--- src/rtl/strap_pkg.sv ---
package strap_pkg;
  localparam int LVL_W  = 2;
  localparam int RATE_W = 2;

  typedef enum logic [LVL_W-1:0] {
    LVL_LOW   = 2'b00,
    LVL_FLOAT = 2'b01,
    LVL_HIGH  = 2'b10,
    LVL_HIGH2 = 2'b11
  } lvl_e;

  typedef struct packed {
    logic en;
    logic rx_path;
    logic bw;
  } ja_cfg_t;

  function automatic logic is_float(logic [LVL_W-1:0] lvl);
    return lvl == LVL_FLOAT;
  endfunction

  function automatic logic is_high(logic [LVL_W-1:0] lvl);
    return lvl[LVL_W-1];
  endfunction

  // Wide bandwidth default only for the fastest rate (upper half of codes)
  function automatic logic rate_bw_default(logic [RATE_W-1:0] rate);
    return rate[RATE_W-1];
  endfunction

  // Transmit float has priority over receive float
  function automatic ja_cfg_t pins_to_cfg(logic [LVL_W-1:0] tx,
                                          logic [LVL_W-1:0] mon,
                                          logic [RATE_W-1:0] rate);
    ja_cfg_t c;
    c.en      = is_float(tx) | is_float(mon);
    c.rx_path = is_float(mon) & ~is_float(tx);
    c.bw      = rate_bw_default(rate);
    return c;
  endfunction
endpackage

--- src/rtl/strap_capture.sv ---
module strap_capture
  import strap_pkg::*;
(
  input  logic [LVL_W-1:0]  tx_strap,
  input  logic [LVL_W-1:0]  mon_strap,
  input  logic [RATE_W-1:0] rate_sel,
  output ja_cfg_t           cap_cfg
);
  always_comb cap_cfg = pins_to_cfg(tx_strap, mon_strap, rate_sel);

  always_comb begin
    // a transmit-path request never yields a receive-path selection
    if (tx_strap == LVL_FLOAT)
      a_tx_priority_r6: assert (cap_cfg.en && !cap_cfg.rx_path);
    // no float code means the attenuator is off
    if (tx_strap != LVL_FLOAT && mon_strap != LVL_FLOAT)
      a_no_float_r7: assert (!cap_cfg.en && !cap_cfg.rx_path);
  end
endmodule

--- src/rtl/live_ctrl.sv ---
module live_ctrl
  import strap_pkg::*;
(
  input  logic [LVL_W-1:0] tx_strap,
  input  logic [LVL_W-1:0] mon_strap,
  output logic             tx_drv_en,
  output logic             rx_mon_en
);
  always_comb begin
    tx_drv_en = (tx_strap != LVL_LOW);
    rx_mon_en = is_high(mon_strap);
  end

  always_comb begin
    if (tx_strap == LVL_LOW) a_drv_off_r2: assert (!tx_drv_en);
    if (mon_strap == LVL_FLOAT || mon_strap == LVL_LOW)
      a_mon_off_r3: assert (!rx_mon_en);
  end
endmodule

--- src/rtl/cfg_regs.sv ---
module cfg_regs
  import strap_pkg::*;
(
  input  logic    clk,
  input  logic    rst_n,
  input  ja_cfg_t cap_cfg,
  input  logic    wr_en,
  input  ja_cfg_t wr_cfg,
  output ja_cfg_t cfg_q
);
  always_ff @(posedge clk) begin
    if (!rst_n)     cfg_q <= cap_cfg;
    else if (wr_en) cfg_q <= wr_cfg;
  end

  // value right after reset release equals capture from the last reset cycle
  p_capture_r1: assert property (@(posedge clk) disable iff (!rst_n)
    !$past(rst_n) |-> cfg_q == $past(cap_cfg));

  // frozen without writes once out of reset
  p_frozen_r9: assert property (@(posedge clk) disable iff (!rst_n)
    ($past(rst_n) && !$past(wr_en)) |-> $stable(cfg_q));

  // write lands on the next edge
  p_write_r10: assert property (@(posedge clk) disable iff (!rst_n)
    wr_en |=> cfg_q == $past(wr_cfg));
endmodule

--- src/rtl/strap_mode_ctl.sv ---
module strap_mode_ctl
  import strap_pkg::*;
(
  input  logic              clk,
  input  logic              rst_n,
  input  logic [LVL_W-1:0]  tx_strap,
  input  logic [LVL_W-1:0]  mon_strap,
  input  logic [RATE_W-1:0] rate_sel,
  input  logic              wr_en,
  input  logic              wr_ja_en,
  input  logic              wr_ja_rx_path,
  input  logic              wr_ja_bw,
  output logic              ja_en,
  output logic              ja_rx_path,
  output logic              ja_bw,
  output logic              tx_drv_en,
  output logic              rx_mon_en
);
  ja_cfg_t cap_cfg;
  ja_cfg_t wr_cfg;
  ja_cfg_t cfg_q;

  assign wr_cfg = '{en: wr_ja_en, rx_path: wr_ja_rx_path, bw: wr_ja_bw};

  strap_capture u_cap (
    .tx_strap (tx_strap),
    .mon_strap(mon_strap),
    .rate_sel (rate_sel),
    .cap_cfg  (cap_cfg)
  );

  cfg_regs u_regs (
    .clk    (clk),
    .rst_n  (rst_n),
    .cap_cfg(cap_cfg),
    .wr_en  (wr_en),
    .wr_cfg (wr_cfg),
    .cfg_q  (cfg_q)
  );

  live_ctrl u_live (
    .tx_strap (tx_strap),
    .mon_strap(mon_strap),
    .tx_drv_en(tx_drv_en),
    .rx_mon_en(rx_mon_en)
  );

  assign ja_en      = cfg_q.en;
  assign ja_rx_path = cfg_q.rx_path;
  assign ja_bw      = cfg_q.bw;
endmodule

--- config.mk ---
export PLATFORM = sky130hd
export DESIGN_NAME = strap_mode_ctl
export DESIGN_NICKNAME = d
export VERILOG_FILES = /design/src/rtl/strap_pkg.sv /design/src/rtl/strap_capture.sv /design/src/rtl/live_ctrl.sv /design/src/rtl/cfg_regs.sv /design/src/rtl/strap_mode_ctl.sv
export SDC_FILE = /design/constraint.sdc
export NUM_CORES = 1
export LEC_CHECK = 0
export ABC_AREA = 1
export BUFFER_PORTS_ARGS = -buffer_cell sky130_fd_sc_hd__buf_4
export CAP_MARGIN = 15
export CORE_AREA = 2 2 39 41
export CTS_CLUSTER_DIAMETER = 60
export DETAILED_ROUTE_END_ITERATION = 7
export DIE_AREA = 0 0 41 43
export GPL_TIMING_DRIVEN = 0
export PLACE_DENSITY_LB_ADDON = 0.2
export RECOVER_POWER = 25
export REMOVE_ABC_BUFFERS = 1
export SYNTH_ARGS = -nofsm -noshare
export SYNTH_HDL_FRONTEND = slang
export SYNTH_HIERARCHICAL = 1
export SYNTH_SLANG_ARGS = --single-unit
--- constraint.sdc ---
create_clock -name clk -period 0.8 [get_ports clk]
set_input_delay 0.16 -clock clk [delete_from_list [all_inputs] [get_ports clk]]
set_output_delay 0.16 -clock clk [all_outputs]
set_load 0.01 [all_outputs]
==> metrics.md, run 1 <==
| Metric | Value |
|---|---|
| Status | `complete, but fails checks` |
| Failing checks | `negative setup slack` |
| Total track usage | `between 5 and 6%` |
| Largest Register | `u_regs/cfg_q` |
| Clock Root Buffer | `clkbuf_4` |
| Grt total ovfl | `0` |
| IO Pins | `17` |
| Tot Pwr | `between 500 and 600 µW` |
| Clk sinks | `3` |
| Crit path cell chain | `buf_6` |
| WP data required | `0.64 ns` |
| 1st-pass router iterations | `5` |
| CP delay by family, top | `flip-flops` |
| Initial Util | `approximately 14%` |
| YS warnings | `6` |
| Final worst path period share | `111%` |
| Switching share of power | `between 20 and 25%` |
| Synth area leader | `edfxtp_1` |
| # diodes | `0` |
| First-pass GRT wire length | `around 630 µm` |
| Filler cells | `165` |
| Critical path launch point type | `flip-flop` |
| HP Class | `input port to flip-flop` |
| H-tree depth | `1` |
| Worst Path Max Fanout | `1` |
| DIE AREA | `1760 µm²` |
| Die Ht | `approximately 43 µm` |
| DRC | `0` |
| TritonCTS clock tree | `done` |
| Highest routed layer | `met3` |
| PD cells | `around 1700 nW/µm²` |
| CTS Buf Count | `3` |
| Clock network power share | `43.9%` |
| Tmin final | `0.884 ns` |
| Largest regs | `u_regs/cfg_q (3)` |
| Final hold vios | `0` |
| Pin count of the biggest net entering global routing | `6` |
| Sequential power share | `34.3%` |
| Vias | `220` |
| Non-filler cells, final | `61` |
| Final wirelength | `409 µm` |
| Met2 Routed Length | `235 µm` |
| Post-Route M1 WL | `144 µm` |
| CP Depth | `1` |
| Clk buf depth | `2` |
| Yosys top cell area share | `46.5%` |
| Post-Syn Instances | `28` |
| Hold WS | `between 0.2 and 0.25 ns` |
| Yosys cell types | `8` |
| Util after Layout | `25.0%` |
| Slew Viols, Final | `0` |
| Worst vdd ir | `0.000267 V` |
| Worst-Margin Slew | `~0.22 ns` |
| Int Pwr | `between 400 and 500 µW` |
| Number of global-route vias before repair | `203` |
| Layout cells sized above 1 | `between 40 and 50%` |
| PortBufs | `15` |
| Cell with the largest stage delay on the worst path | `edfxtp_1` |
| CP max stage delay | `approximately 0.37 ns` |
| Register bit total from synthesis | `3` |
| Depth of the worst hold-timing path | `3` |
| Critical path buffer and inverter count | `1` |
| Switching Power | `approximately 130 µW` |
| Die width | `41 µm` |
| Worst Path Arrival | `0.72 ns` |
| Final Worst Setup Slack | `-0.0845 ns` |
| Post-route antenna net violation count | `0` |
| WL/cell | `~6.7 µm` |
| Max FFs per register | `3` |
| RSZ-0062 raised after global routing | `true` |
| Synthesized area | `194 µm²` |
| Relative slew slack | `between 80% and 90%` |
| Row cnt | `14` |
| Max-Cap Viols | `0` |
| Area Overhead vs Synth | `78.1%` |
| Hold path endpoint | `u_regs/cfg_q[2]` |
| Kind of critical path | `flip-flop to output pin` |
| CP Capture Type | `output pin` |
| Routability Congestion | `0.676` |
| Starting DRT DRC Count | `2` |
| DP HPWL | `340 µm` |
| Ranking of synthesized cells by area | `edfxtp_1 (46%), nand2_1 (25%), inv_1 (9.7%)` |
| Nets@finish | `58` |
| Core area | `1380 µm²` |
| Final setup fails | `3` |
| DR WL met3 | `30 µm` |
| Initial antenna violation count | `0` |
| Synthesized area per cell | `6.93 µm²` |
| Via/cell ratio | `approximately 3.6` |
| Setup Fix Bufs, Post-CTS | `0` |
| Critical hold path startpoint | `wr_ja_en` |
| Pleak | `0.000194 µW` |
| Comb pwr share | `21.8%` |
| Clk slew on worst S/H paths | `0.04 ns` |
| FMAX | `around 1100 MHz` |
| DP Cell Count | `57` |
| Seq/Total Area, Yosys | `a little under half` |
[area by class of cell]
class                      instances  area, µm²  share of cell area (%)
timing repair buffer              15        120                    34.8
multi-input combinational         16       62.6                    18.1
clock buffer                       4       26.3                    7.61
sequential                         3       90.1                    26.1
inverter                           7       26.3                    7.61
tap                               16       20.0                    5.80
[how the worst max path moves through the flow]
stage | from | to | slack [ns]
6_report | u_regs/cfg_q[2] | ja_en | -0.08
5_1_grt | u_regs/cfg_q[0] | ja_bw | -0.14
4_1_cts | u_regs/cfg_q[1] | ja_rx_path | -0.1
3_5_place_dp | tx_strap[1] | u_regs/cfg_q[1] | 0.02
3_3_place_gp | tx_strap[1] | u_regs/cfg_q[1] | 0.02
2_1_floorplan | mon_strap[1] | u_regs/cfg_q[2] | 0.16
[metrics by stage]
| stage | setup slack [ns] | TNS, ns | area [µm²] |
|---|---|---|---|
| after floorplan | 0.160 | 0 | 179 |
| after global placement | 0.0172 | 0 | 312 |
| after detailed placement | 0.0174 | 0 | 312 |
| after CTS | -0.0978 | -0.288 | 338 |
| after global routing | -0.135 | -0.373 | 345 |
| final | -0.0845 | -0.252 | 345 |
[cell families (layout without fill, tap and decap cells)]
logic type / Yosys count / in the layout / share of synthesized area (%)
buffers and inverters: 9 / 26 / 21.3
flip-flops: 3 / 3 / 46.5
AND/OR/NAND/NOR: 16 / 16 / 32.3
[cells in the final DEF, fill, tap and decap left out, drive strengths merged]
master / netlist / final
nor2: 2 / 2
nand2: 14 / 14
clkinv: 1 / 1
inv: 6 / 6
clkbuf: 0 / 5
edfxtp: 3 / 3
buf: 2 / 14
[layer usage]
metal,global-route usage (%),vias up
met3,0,0
li1,-,111
met2,8.75,9
met4,8.00,0
met1,5.13,100
met5,0,-
[what timing repair did]
item | 4_1_cts | 5_1_grt
endpoints found under the setup margin | 3 | 3
hold buffers | 0 | 0
gates resized for setup | 0 | 3
endpoints found under the hold margin | 0 | 0
[synthesized netlist by cell type (all sizes together)]
| library cell | count |
|---|---|
| clkinv | 1 |
| inv | 6 |
| nand2 | 14 |
| nor2 | 2 |
| buf | 2 |
| edfxtp | 3 |
[power by group through the flow]
stage	sequential, µW	clock [µW]	combinational, µW
CTS	198	274	122
detailed placement	201	0	122
finish	202	258	128
floorplan	211	0	30.3
global placement	200	0	122
global route	205	283	143
Power figures use the tool's default switching activity.
==> inputs of run 2 (changes only) <==
- ABC_AREA: 1 -> 0
- ABC_CLOCK_PERIOD_IN_PS: default -> 800
==> metrics.md, run 2 <==
| Metric | Value |
|---|---|
| Status | `complete, but fails checks` |
| Failing checks | `negative setup slack` |
| CP Capture Type | `output pin` |
| Number of global-route vias before repair | `161` |
| Initial antenna violation count | `0` |
| Yosys cell types | `9` |
| Final wirelength | `about 400 µm` |
| FMAX | `between 1000 and 1500 MHz` |
| Met2 Routed Length | `158 µm` |
| Clock network power share | `between 40% and 50%` |
| Most frequent cells in the layout | `buf_4 (9), buf_6 (5), clkbuf_4 (3), mux2_2 (3), edfxtp_1 (3)` |
| Final instance area | `349 µm²` |
| Worst-Margin Slew | `between 0.15 and 0.2 ns` |
| Total track usage | `5.63%` |
| Area Overhead vs Synth | `83.6%` |
| Ranking of synthesized cells by area | `edfxtp_1 (47%), mux2_2 (18%), buf_4 (7.9%)` |
| Initial Util | `~14%` |
| TritonCTS clock tree | `done` |
| Kind of critical path | `flip-flop to output pin` |
| Most common cell after layout, fill and taps aside | `buf_4` |
| Clk slew on worst S/H paths | `0.04 ns` |
| Main flop type after synthesis | `edfxtp_1` |
| Crit path cell chain | `buf_6` |
| 1st-pass router iterations | `4` |
| HP Class | `input port to flip-flop` |
| Synthesized area per cell | `12.7 µm²` |
| Worst Path Arrival | `0.72 ns` |
| Largest Register | `u_regs/cfg_q` |
| Layout cells sized above 1 | `71.9%` |
| Core area | `1380 µm²` |
| Clock Root Buffer | `clkbuf_4` |
| DP Cell Count | `44` |
| Pin count of the biggest net entering global routing | `5` |
| PD cells | `between 1500 and 2000 nW/µm²` |
| Post-synth EDFFs | `3` |
| YS warnings | `6` |
| Die Ht | `43 µm` |
| Row cnt | `14` |
| Relative slew slack | `87.5%` |
| DIE AREA | `1760 µm²` |
| Slew Viols, Final | `0` |
| Max FFs per register | `3` |
| WP data required | `around 0.64 ns` |
| H-tree depth | `1` |
| Cell with the largest stage delay on the worst path | `edfxtp_1` |
| Int Pwr | `470 µW` |
| Post-route antenna net violation count | `0` |
| Final Worst Setup Slack | `-0.0849 ns` |
| Final setup fails | `3` |
| Util after Layout | `around 25%` |
| Register bit total from synthesis | `3` |
| Sequential power share | `34.0%` |
| Seq/Total Area, Yosys | `~47%` |
| Tmin final | `approximately 0.88 ns` |
| Synthesized area | `190 µm²` |
| Post-Syn Instances | `15` |
| DR WL met3 | `92 µm` |
| Critical path buffer and inverter count | `1` |
| PortBufs | `15` |
| Post-Route M1 WL | `approximately 150 µm` |
| Switching share of power | `20.5%` |
| Worst Path Max Fanout | `1` |
| Vias | `168` |
| RSZ-0062 raised after global routing | `true` |
| Yosys top cell area share | `a little under half` |
| Routability Congestion | `0.597` |
| Starting DRT DRC Count | `2` |
| Post-synth top cells | `edfxtp_1 (3), mux2_2 (3), buf_4 (2), inv_1 (2)` |
| CTS Buf Count | `3` |
| Synth area leader | `edfxtp_1` |
| DRC | `0` |
| Nets@finish | `45` |
| Max-Cap Viols | `0` |
| Grt total ovfl | `0` |
| # diodes | `0` |
| Hold WS | `0.246 ns` |
| Via/cell ratio | `about 3.5` |
| Switching Power | `121 µW` |
| Setup Fix Bufs, Post-CTS | `0` |
| Area after DPL | `308 µm²` |
| Pleak | `approximately 0.00016 µW` |
| Worst vdd ir | `0.000476 V` |
| Ys async rst share | `0%` |
| Final worst path period share | `111%` |
| Die width | `41 µm` |
| Critical path launch point type | `flip-flop` |
| Clk buf depth | `2` |
| IO Pins | `17` |
| Largest regs | `u_regs/cfg_q (3)` |
| WL/cell | `~8.4 µm` |
| CP delay by family, top | `flip-flops` |
| Clk sinks | `3` |
| Final hold vios | `0` |
| Non-filler cells, final | `48` |
| Pre-CTS WS | `-0.127 ns` |
| Highest routed layer | `met3` |
| Comb pwr share | `22.7%` |
| CP max stage delay | `0.37 ns` |
| First-pass GRT wire length | `607 µm` |
## run 2: final timing paths
| path | depth (start not counted) | slack [ns] | startpoint | endpoint |
|---|---|---|---|---|
| worst max-delay path | 1 | -0.08 | u_regs/cfg_q[0] | ja_bw |
| worst min-delay path | 2 | 0.25 | rate_sel[1] | u_regs/cfg_q[0] |
## run 2: kinds of logic after synthesis
family,Yosys count,synth area share (%)
buf+inv,4,11.8
mux,3,17.8
flops,3,47.4
simple gates,3,13.8
compound gates,2,9.21
## run 2: power by group through the flow
stage / combinational, µW / clock (µW) / sequential, µW
2_1_floorplan: 33.0 / 0 / 212
3_3_place_gp: 124 / 0 / 201
3_5_place_dp: 126 / 0 / 201
4_1_cts: 129 / 270 / 199
5_1_grt: 148 / 279 / 202
6_report: 134 / 256 / 201
## run 2: layout make-up
cell class	instances	area (µm²)
timing repair buffer	15	128
sequential	3	90.1
multi-input combinational	8	77.6
fill	154	1030
tap	16	20.0
clock buffer	4	26.3
inverter	2	7.51
## run 2: repair_timing
item,CTS,global route
hold buffers,0,0
pin swaps,0,1
setup endpoints to repair,4,4
gates resized for setup,1,4
## run 2: metal layers
layer	track usage, %	up-vias
met3	3.14	0
met2	6.88	16
met5	0	-
met1	6.15	69
met4	6.00	0
li1	-	83
## run 2: metrics by stage
stage                     power, µW   TNS, ns
after floorplan                 245  -0.00706
final                           591    -0.245
after CTS                       598    -0.287
after global placement          325    -0.278
after detailed placement        328    -0.299
after global routing            629    -0.329
